[config.mk]
export PLATFORM = sky130hd
export DESIGN_NAME = serial_txn_seq
export DESIGN_NICKNAME = d
export VERILOG_FILES = /design/src/rtl/txn_seq_pkg.sv /design/src/rtl/seq_bus_clk.sv /design/src/rtl/seq_gap_timer.sv /design/src/rtl/seq_ctrl.sv /design/src/rtl/serial_txn_seq.sv
export SDC_FILE = /design/constraint.sdc
export NUM_CORES = 1
export LEC_CHECK = 0
export BUFFER_PORTS_ARGS = -buffer_cell sky130_fd_sc_hd__clkbuf_2
export CORE_UTILIZATION = 35
export CTS_CLUSTER_DIAMETER = 120
export DETAILED_ROUTE_END_ITERATION = 7
export GPL_TIMING_DRIVEN = 1
export PLACE_DENSITY = 0.5
export SYNTH_ARGS = -nofsm -noshare
export SYNTH_HDL_FRONTEND = slang
export SYNTH_SLANG_ARGS = --single-unit
[constraint.sdc]
create_clock -name clk -period 4 [get_ports clk]
set_input_delay 1.2 -clock clk [delete_from_list [all_inputs] [get_ports clk]]
set_output_delay 1.2 -clock clk [all_outputs]
set_load 0.05 [all_outputs]
[src/rtl/txn_seq_pkg.sv]
package txn_seq_pkg;

    typedef enum logic [3:0] {
        ST_INIT, ST_IDLE, ST_BRK_PRE, ST_BRK_LOW, ST_BRK_ECHO, ST_BRK_POST,
        ST_SEND_GO, ST_SEND_WAIT, ST_ECHO, ST_RECV_GO, ST_RECV_WAIT,
        ST_BUSY_GAP, ST_PRIME, ST_FINISH
    } seq_state_e;

    typedef enum logic [1:0] {
        KIND_CMD  = 2'd0,
        KIND_POLL = 2'd1,
        KIND_TERM = 2'd2
    } frame_kind_e;

    typedef enum logic [2:0] {
        STAT_OK    = 3'd0,
        STAT_STUCK = 3'd1,
        STAT_ERRA  = 3'd2,
        STAT_ERRC  = 3'd3,
        STAT_TMO   = 3'd4,
        STAT_CRC   = 3'd5,
        STAT_LOST  = 3'd6
    } txn_status_e;

    localparam logic [1:0] TAG_ACK  = 2'd0;
    localparam logic [1:0] TAG_BUSY = 2'd1;
    localparam logic [1:0] TAG_ERRA = 2'd2;
    localparam logic [1:0] TAG_ERRC = 2'd3;

    function automatic int unsigned umax(input int unsigned a, input int unsigned b);
        return (a > b) ? a : b;
    endfunction

endpackage

[src/rtl/seq_bus_clk.sv]
module seq_bus_clk #(
    parameter int unsigned CLK_DIV = 1
) (
    input  logic clk,
    input  logic rst_n,
    input  logic run_i,
    output logic bclk_o,
    output logic tick_o
);
    localparam int unsigned DW = (CLK_DIV > 1) ? $clog2(CLK_DIV) : 1;
    localparam logic [DW-1:0] DIV_LAST = DW'(CLK_DIV - 1);

    logic [DW-1:0] div_q;

    // Half-period divider; the line parks high whenever the bus is not clocked.
    always_ff @(posedge clk or negedge rst_n) begin
        if (!rst_n) begin
            div_q  <= '0;
            bclk_o <= 1'b1;
            tick_o <= 1'b0;
        end else if (!run_i) begin
            div_q  <= '0;
            bclk_o <= 1'b1;
            tick_o <= 1'b0;
        end else if (div_q == DIV_LAST) begin
            div_q  <= '0;
            bclk_o <= ~bclk_o;
            tick_o <= ~bclk_o;
        end else begin
            div_q  <= div_q + 1'b1;
            tick_o <= 1'b0;
        end
    end
endmodule

[src/rtl/seq_gap_timer.sv]
module seq_gap_timer #(
    parameter int unsigned CW      = 8,
    parameter int unsigned RST_VAL = 1
) (
    input  logic          clk,
    input  logic          rst_n,
    input  logic          load_i,
    input  logic [CW-1:0] load_val_i,
    input  logic          tick_i,
    output logic          expire_o
);
    logic [CW-1:0] cnt_q;

    always_ff @(posedge clk or negedge rst_n) begin
        if (!rst_n) begin
            cnt_q <= CW'(RST_VAL);
        end else if (load_i) begin
            cnt_q <= load_val_i;
        end else if (tick_i && (cnt_q != '0)) begin
            cnt_q <= cnt_q - 1'b1;
        end
    end

    // Fires on the bus clock rise that completes the loaded count.
    assign expire_o = tick_i && (cnt_q == CW'(1));
endmodule

[src/rtl/seq_ctrl.sv]
module seq_ctrl
    import txn_seq_pkg::*;
#(
    parameter int unsigned CW            = 14,
    parameter int unsigned BRK_PRE_CLKS  = 50,
    parameter int unsigned BRK_LOW_CLKS  = 256,
    parameter int unsigned ECHO_CLKS     = 16,
    parameter int unsigned BRK_POST_CLKS = 16000,
    parameter int unsigned GAP_CLKS      = 100,
    parameter int unsigned PRIME_CLKS    = 100,
    parameter int unsigned MAX_BUSY      = 100
) (
    input  logic          clk,
    input  logic          rst_n,
    input  logic          req_i,
    input  logic          req_brk_i,
    input  logic          expire_i,
    input  logic          tx_done_i,
    input  logic          rx_done_i,
    input  logic [1:0]    rx_tag_i,
    input  logic          rx_tmo_i,
    input  logic          rx_crc_err_i,
    output logic          busy_o,
    output logic          done_o,
    output logic [2:0]    status_o,
    output logic          sdat_o,
    output logic          own_o,
    output logic          tx_start_o,
    output logic [1:0]    tx_kind_o,
    output logic          rx_start_o,
    output logic          run_o,
    output logic          load_o,
    output logic [CW-1:0] load_val_o
);
    localparam int unsigned BW = $clog2(MAX_BUSY + 1);

    seq_state_e  state_q, state_n;
    frame_kind_e kind_q, kind_n;
    txn_status_e stat_q, stat_n;
    logic [BW-1:0] bcnt_q, bcnt_n;

    // State register
    always_ff @(posedge clk or negedge rst_n) begin
        if (!rst_n) begin
            state_q <= ST_INIT;
            kind_q  <= KIND_CMD;
            stat_q  <= STAT_OK;
            bcnt_q  <= '0;
        end else begin
            state_q <= state_n;
            kind_q  <= kind_n;
            stat_q  <= stat_n;
            bcnt_q  <= bcnt_n;
        end
    end

    // Next-state logic
    always_comb begin
        state_n = state_q;
        kind_n  = kind_q;
        stat_n  = stat_q;
        bcnt_n  = bcnt_q;
        unique case (state_q)
            ST_INIT:      if (expire_i) state_n = ST_IDLE;
            ST_IDLE: begin
                if (req_i) begin
                    bcnt_n = '0;
                    stat_n = STAT_OK;
                    kind_n = KIND_CMD;
                    state_n = req_brk_i ? ST_BRK_PRE : ST_SEND_GO;
                end
            end
            ST_BRK_PRE:   if (expire_i) state_n = ST_BRK_LOW;
            ST_BRK_LOW:   if (expire_i) state_n = ST_BRK_ECHO;
            ST_BRK_ECHO:  if (expire_i) state_n = ST_BRK_POST;
            ST_BRK_POST:  if (expire_i) state_n = ST_FINISH;
            ST_SEND_GO:   state_n = ST_SEND_WAIT;
            ST_SEND_WAIT: if (tx_done_i) state_n = ST_ECHO;
            ST_ECHO:      if (expire_i) state_n = ST_RECV_GO;
            ST_RECV_GO:   state_n = ST_RECV_WAIT;
            ST_RECV_WAIT: begin
                if (rx_done_i) begin
                    state_n = ST_PRIME;
                    if (kind_q == KIND_TERM) begin
                        stat_n = (!rx_tmo_i && !rx_crc_err_i && rx_tag_i == TAG_ACK)
                                 ? STAT_STUCK : STAT_LOST;
                    end else if (rx_tmo_i) begin
                        stat_n = STAT_TMO;
                    end else if (rx_crc_err_i) begin
                        stat_n = STAT_CRC;
                    end else begin
                        unique case (rx_tag_i)
                            TAG_ACK:  stat_n = STAT_OK;
                            TAG_BUSY: state_n = ST_BUSY_GAP;
                            TAG_ERRA: stat_n = STAT_ERRA;
                            TAG_ERRC: stat_n = STAT_ERRC;
                            default:  stat_n = STAT_ERRA;
                        endcase
                    end
                end
            end
            ST_BUSY_GAP: begin
                if (expire_i) begin
                    state_n = ST_SEND_GO;
                    if (bcnt_q < BW'(MAX_BUSY)) begin
                        kind_n = KIND_POLL;
                        bcnt_n = bcnt_q + 1'b1;
                    end else begin
                        kind_n = KIND_TERM;
                    end
                end
            end
            ST_PRIME:     if (expire_i) state_n = ST_FINISH;
            ST_FINISH:    state_n = ST_IDLE;
            default:      state_n = ST_IDLE;
        endcase
    end

    // Outputs
    always_comb begin
        busy_o     = (state_q != ST_IDLE);
        done_o     = (state_q == ST_FINISH);
        status_o   = stat_q;
        tx_kind_o  = kind_q;
        tx_start_o = (state_q == ST_SEND_GO);
        rx_start_o = (state_q == ST_RECV_GO);
        own_o      = !(state_q inside {ST_SEND_GO, ST_SEND_WAIT, ST_RECV_GO, ST_RECV_WAIT});
        sdat_o     = (state_q != ST_BRK_LOW);
        run_o      = !(state_n inside {ST_IDLE, ST_FINISH});
        load_o     = 1'b0;
        load_val_o = '0;
        if (state_n != state_q) begin
            unique case (state_n)
                ST_BRK_PRE:  begin load_o = 1'b1; load_val_o = CW'(BRK_PRE_CLKS);  end
                ST_BRK_LOW:  begin load_o = 1'b1; load_val_o = CW'(BRK_LOW_CLKS);  end
                ST_BRK_ECHO: begin load_o = 1'b1; load_val_o = CW'(ECHO_CLKS);     end
                ST_BRK_POST: begin load_o = 1'b1; load_val_o = CW'(BRK_POST_CLKS); end
                ST_ECHO:     begin load_o = 1'b1; load_val_o = CW'(ECHO_CLKS);     end
                ST_BUSY_GAP: begin load_o = 1'b1; load_val_o = CW'(GAP_CLKS);      end
                ST_PRIME:    begin load_o = 1'b1; load_val_o = CW'(PRIME_CLKS);    end
                default:     begin load_o = 1'b0; load_val_o = '0;                 end
            endcase
        end
    end
endmodule

[src/rtl/serial_txn_seq.sv]
module serial_txn_seq
    import txn_seq_pkg::*;
#(
    parameter int unsigned CLK_DIV       = 1,
    parameter int unsigned INIT_CLKS     = 5000,
    parameter int unsigned BRK_PRE_CLKS  = 50,
    parameter int unsigned BRK_LOW_CLKS  = 256,
    parameter int unsigned ECHO_CLKS     = 16,
    parameter int unsigned BRK_POST_CLKS = 16000,
    parameter int unsigned GAP_CLKS      = 100,
    parameter int unsigned PRIME_CLKS    = 100,
    parameter int unsigned MAX_BUSY      = 100
) (
    input  logic       clk,
    input  logic       rst_n,
    input  logic       req_i,
    input  logic       req_brk_i,
    output logic       busy_o,
    output logic       done_o,
    output logic [2:0] status_o,
    output logic       bclk_o,
    output logic       sdat_o,
    output logic       sdat_own_o,
    output logic       bit_tick_o,
    output logic       tx_start_o,
    output logic [1:0] tx_kind_o,
    input  logic       tx_done_i,
    output logic       rx_start_o,
    input  logic       rx_done_i,
    input  logic [1:0] rx_tag_i,
    input  logic       rx_tmo_i,
    input  logic       rx_crc_err_i
);
    localparam int unsigned MAXC = umax(umax(umax(INIT_CLKS, BRK_POST_CLKS),
                                             umax(BRK_PRE_CLKS, BRK_LOW_CLKS)),
                                        umax(umax(ECHO_CLKS, GAP_CLKS), PRIME_CLKS));
    localparam int unsigned CW = $clog2(MAXC + 1);

    logic          run, tick, expire, load;
    logic [CW-1:0] load_val;

    seq_bus_clk #(.CLK_DIV(CLK_DIV)) u_clk (
        .clk    (clk),
        .rst_n  (rst_n),
        .run_i  (run),
        .bclk_o (bclk_o),
        .tick_o (tick)
    );

    seq_gap_timer #(.CW(CW), .RST_VAL(INIT_CLKS)) u_gap (
        .clk        (clk),
        .rst_n      (rst_n),
        .load_i     (load),
        .load_val_i (load_val),
        .tick_i     (tick),
        .expire_o   (expire)
    );

    seq_ctrl #(
        .CW(CW), .BRK_PRE_CLKS(BRK_PRE_CLKS), .BRK_LOW_CLKS(BRK_LOW_CLKS),
        .ECHO_CLKS(ECHO_CLKS), .BRK_POST_CLKS(BRK_POST_CLKS), .GAP_CLKS(GAP_CLKS),
        .PRIME_CLKS(PRIME_CLKS), .MAX_BUSY(MAX_BUSY)
    ) u_ctrl (
        .clk          (clk),
        .rst_n        (rst_n),
        .req_i        (req_i),
        .req_brk_i    (req_brk_i),
        .expire_i     (expire),
        .tx_done_i    (tx_done_i),
        .rx_done_i    (rx_done_i),
        .rx_tag_i     (rx_tag_i),
        .rx_tmo_i     (rx_tmo_i),
        .rx_crc_err_i (rx_crc_err_i),
        .busy_o       (busy_o),
        .done_o       (done_o),
        .status_o     (status_o),
        .sdat_o       (sdat_o),
        .own_o        (sdat_own_o),
        .tx_start_o   (tx_start_o),
        .tx_kind_o    (tx_kind_o),
        .rx_start_o   (rx_start_o),
        .run_o        (run),
        .load_o       (load),
        .load_val_o   (load_val)
    );

    assign bit_tick_o = tick;
endmodule

== Yosys cells after proc, flatten, opt, wreduce, memory -nomap -nowiden ==
Cells that the tools add are included.
Operators by class
  muxes and demuxes: 44
  $add $sub $neg: 3
  equality and inequality tests: 36
  bitwise logic cells: 1
  order comparisons: 1
  reduce and logical (&&, ||, !) cells: 22
Operators by type and width (number)
  $pmux W14 S5: 1
  $mux W4: 13
  $pmux W4 S12: 1
  $mux W14: 3
  $eq A4 B4 Y1 const B: 10
  $eq A4 B3 Y1 const B: 6
  $mux W3: 8
  $mux W7: 3
  $eq A4 B2 Y1 const B: 4
  $eq A14 B1 Y1 const B: 1
  $pmux W7 S2: 1
  $reduce_bool A14 Y1: 1
  $sub A14 B1 Y14 const B: 1
  $pmux W3 S3: 1
  $eq A4 B1 Y1 const B: 2
  $mux W1: 8
  $ne A2 B2 Y1 const B: 4
  $reduce_and A4 Y1: 2
  $reduce_bool A2 Y1: 4
  $add A7 B1 Y7 const B: 1
  $lt A7 B7 Y1 const B: 1
  $ne A7 B5 Y1 const B: 1
  $reduce_or A7 Y1: 1
  $eq A2 B2 Y1 const B: 3
  17 further kinds: 26
Storage, ports and cells
  output and inout bits: 13
  register bits after elaboration: 33
  input port bits: 10
  logic and storage cells: 115

== Logic depth before layout (Yosys ltp) ==
  depth after elaboration: 12
  gate-level depth with buffers: 11
  depth with buffers taken out: 11

== Hierarchy ==
Synthesis repeated with hierarchy kept, for this count alone.
Second synthesis, totals
  cell total of the unflattened synthesis: 297
  area, all modules: 2401.1 um^2
Modules (own cells, without submodules)
  seq_ctrl: cells an instance 173, area each 1337.5 um^2, instances 1
  seq_gap_timer: cells an instance 120, area each 994.7 um^2, instances 1
  seq_bus_clk: cells an instance 4, area each 68.8 um^2, instances 1

== Worst setup path after synthesis ==
Ideal clock, no wire load.
  path type: reg-to-output
  from: register u_ctrl.state_q[1]
  to: output port tx_start_o
  buffers on the path: 1
  path slack: 0.523 ns
  arrival: 2.277 ns
  stages on the path, launching flop included: 4
  cell sequence: dfrtp_1 clkbuf_1 inv_1 nor4_1
On the way
  longest elaborated chain between the ends: 1
Ends and longest elaborated chain
  start: declaration: RTL line seq_ctrl.sv:37  | seq_state_e state_q, state_n;
  start signal: assignment: RTL line seq_ctrl.sv:50  | state_q <= state_n;
  $eq A4 B3 Y1: RTL line seq_ctrl.sv:125  | tx_start_o = (state_q == ST_SEND_GO);
  end: declaration: RTL line serial_txn_seq.sv:25  | output logic tx_start_o,
Every way passes these cells.

== Final worst setup path ==
  from: input port rx_tag_i[1]
  to: register u_gap.cnt_q[1]
On the way
  longest elaborated chain between the ends: 12
  elaborated cells on any way between the ends: 24
  those cells by class: eq/ne (9); mux (11); reduce/logical (4)
Ends and longest elaborated chain
  start: declaration: RTL line serial_txn_seq.sv:30  | input logic [1:0] rx_tag_i,
  $eq A2 B1 Y1 (*): RTL line seq_ctrl.sv:92  | unique case (rx_tag_i)
  $mux W3 (*): RTL line seq_ctrl.sv:92
  $mux W4 (*): RTL line seq_ctrl.sv:89  | end else if (rx_crc_err_i) begin
  $mux W4 (*): RTL line seq_ctrl.sv:87  | end else if (rx_tmo_i) begin
  $mux W4 (*): RTL line seq_ctrl.sv:84  | if (kind_q == KIND_TERM) begin
  $mux W4 (*): RTL line seq_ctrl.sv:82  | if (rx_done_i) begin
  $pmux W4 S12 (*): RTL line seq_ctrl.sv:63  | unique case (state_q)
  $eq A4 B4 Y1 (tied with other cells): RTL line seq_ctrl.sv:133  | unique case (state_n)
  $reduce_or A2 Y1 (no line) or $reduce_or A7 Y1 (tied branches)
  $pmux W14 S5 or $mux W1 (tied branches): RTL line seq_ctrl.sv:133
  $mux W14 or $mux W1 (tied branches): RTL line seq_ctrl.sv:132  | if (state_n != state_q) begin
  $mux W14 or $reduce_bool A2 Y1 (tied branches)
  end signal: assignment: RTL line seq_gap_timer.sv:16  | cnt_q <= CW'(RST_VAL);
  end signal: assignment: RTL line seq_gap_timer.sv:18  | cnt_q <= load_val_i;
  end signal: assignment: RTL line seq_gap_timer.sv:20  | cnt_q <= cnt_q - 1'b1;
  end: declaration: RTL line seq_gap_timer.sv:12  | logic [CW-1:0] cnt_q;
Every way passes the cells marked *; elsewhere a longest branch is shown, timed or not.
A chain may end at the register's enable or synchronous reset.

==> flow_summary.toml <==
[logic_synthesis]
yosys.area.top_type = "dfrtp_1"
syn-num-nets = 268
ys_warn_count = 0
synth_cell_type_count = 62
synth.top_cell.area_share_pct = 28.7
yosysMostFrequentCell = "nand2_1"
synth_seq_area_share_pct = 35.7
synth-seq-cells = 32
synth-simple-area-share_pct = 28.0
syn_avg_cell_area_um2 = 8.92
yosys-top-cells-area = "dfrtp_1 29%, dfstp_2 7.0%, nand2_1 4.6%, nor2_1 4.5%, xnor2_1 3.5%"
synth_top_flop_cell = "dfrtp_1"
yosys.area_share.adder_pct = 2.21
muxShareOfSynthArea_pct = 3.76
syn_area_um2 = 2260
synthArstFlopShare_pct = 100
synthXorXnorAreaFrac_pct = 5.80
synth_edf_count = 0
ys_top_cells_by_count = "28 x nand2_1, 27 x nor2_1, 26 x dfrtp_1"
synth_top_family_by_area = "simple AND/OR/NAND/NOR gates"
netlist_instances = 254
synth-compound-area-share_pct = 20.7

[hold_path]
min_path_cells = 1
min_path_type = "reg -> reg"

[setup_path]
crit_chain = "clkbuf_2 -> or4b_1 -> o211ai_1 -> o211ai_1 -> a31oi_2 -> nand2_1 -> o22a_2 -> a21oi_4 -> mux2_1"
cp_common_cell = "o211ai_1"
slowest_delay_ns = 0.54
setup.worst_path.class = "in -> reg"
cp.depth = 9
worst_r2r_path_depth = 10
slowest_stage = "or4b_1"
worstSetupStartpointType = "input port"
worstPathArrival_ns = 3.65
worstPathMaxFanout = 8
critical-path-top-delay-family = "compound AO/OA/AOI/OAI gates"
crit_buf_inv = 1
cp.required_ns = 4.16
crit_path_end_kind = "register"

[cells_and_area]
area_growth_pct = 11.8
multiInputGateArea_um2 = 1370
finish.instance_area_um2 = 2530
fill_cells = 612
layout.area.seq_um2 = 808
drive_above_1_share_pct = 19.1
diodes = 0
finalNetCount = 291

[route]
ant_nets = 0
drc = 0
drt-vias-per-instance = 5.41
dr.pass1.iters = 6
wl_per_cell_um = 14.6
totalWireLength_mm = 5.15
vias = 1908
drt-initial-drc-count = 72

[grt]
grt_pass1_wl_mm = 8.46
grt_use_met1_pct = 24.4
grt.met3_usage_pct = 2.97
grt_max_degree = 33
top_usage_layer = "met2"
overflow = 0
grtUsageTotal_pct = 16.8
antenna_found_initial = 0
globalRouteMet2Util_pct = 25.3
first_global_vias = 1754

[clocking]
post-cts-setup-buffers = 0
cts.sinks = 32
cts_max_level = 2
hold_buffers = 0
cts_tree = "yes"
cts_buffer_depth = 2
cts_root_buffer = "clkbuf_8"
cts_buffers = 5
clock_insertion_delay_worst_skew_ns = 0.28
clk_pin_slew_ns = 0.07
cts_resized = 0

[sta]
skew_ns = 0.00364
rsz0062_at_grt = "false"
hold_viol_final = 0
slew_viol_final = 0
min_period_ns = 3.48
slew_headroom_pct = 43.9
holdWs_ns = 0.469
fmax_ghz = 0.287
period_share_pct = 87.1
setup_viol = 0
fin_tns_setup_ns = 0
tightest_slew_ns = 0.842

[place]
place_area_um2 = 2440
place_hpwl_mm = 3.81
place.port_buffers = 22
gp_congestion = 0.763

[die]
initial_utilization_pct = 37.2
die_h_um = 82.4
rows = 28
io_pins = 23
dieArea_um2 = 6800
die_x_um = 82.4
core_area_um2 = 6100

[run]
drv_cap = 0

[outcome]
status = "completed"

[pwr]
leakage_nw = 1.03
powerDensity_nw_per_um2 = 861
peakVddDrop_mv = 0.351
## final timing paths
kind | from | endpoint | slack (ns)
worst max-delay path | rx_tag_i[1] | u_gap.cnt_q[1]$_DFFE_PN0P_ | 0.52
worst min-delay path | u_clk.bclk_o$_DFF_PN1_ | u_clk.bclk_o$_DFF_PN1_ | 0.47
worst max register to register | u_gap.cnt_q[1]$_DFFE_PN0P_ | u_gap.cnt_q[1]$_DFFE_PN0P_ | 0.74
worst min register to register | u_clk.bclk_o$_DFF_PN1_ | u_clk.bclk_o$_DFF_PN1_ | 0.47
max in group asynchronous | rst_n | u_gap.cnt_q[4]$_DFFE_PN0P_ | 2.46
min in group asynchronous | rst_n | u_gap.cnt_q[13]$_DFFE_PN0P_ | 1.01
## metal layers
layer / routed length (um) / vias up
li1: - / 970
met1: 2710 / 896
met2: 2230 / 38
met3: 171 / 4
met4: 44 / 0
met5: 0 / -
## cell type report
type,instances,area share [%]
multi-input cells,201,54.1
clock buffers,8,3.56
repair buffers,23,4.65
inverters,14,2.08
flip-flops and latches,32,31.9
well taps,75,3.71
## cells by family after synthesis
kind of cell	count (synthesis)
and+or+nand+nor	113
AOI/OAI and AO/OA	61
DFF	32
buffers and inverters	21
xor gates and xnor gates	15
muxes	8
adders and majority gates	4
## flip-flops by register name, summed over array words and instances (netlist names)
signal and flops:
u_ctrl.status_o 3, u_clk.tick_o 1, u_clk.bclk_o 1, u_ctrl.tx_kind_o 2
u_ctrl.bcnt_q 7, u_gap.cnt_q 14, u_ctrl.state_q 4
## metrics by stage
stage / total power, W / setup WS [ns] / std cells / utilization (%)
6_report: 0.00218 / 0.516 / 353 / 41.5
3_5_place_dp: 0.00192 / 0.227 / 345 / 40.0
4_1_cts: 0.00219 / 0.512 / 353 / 41.5
2_1_floorplan: 0.00166 / 0.523 / 254 / -
3_3_place_gp: 0.00193 / 0.295 / 345 / 40.0
5_1_grt: 0.00236 / 0.361 / 353 / 41.5
## cell usage in the layout (no fill, tap or decap), types with 4 or more instances in the layout
master / instances
nor3_1: 9
xor2_1: 6
xnor2_1: 9
nor2_1: 27
nor4_1: 5
ha_1: 4
o211ai_1: 4
o21ai_0: 11
a211oi_1: 6
inv_1: 13
o21ai_1: 5
mux2i_1: 4
a21oi_1: 8
dfrtp_1: 26
nand2_1: 28
o31ai_1: 5
clkbuf_2: 22
dfstp_2: 6
nand3_1: 9
clkbuf_8: 6
and3_1: 4
## power by group
part,internal [W],total (W),switching (W)
Combinational,0.000488,0.00129,0.000799
Sequential,0.000448,0.000632,0.000185
Clock,0.000140,0.000258,0.000118
Total,0.00108,0.00218,0.00110
Note: power is estimated with default switching activity, not from simulation.
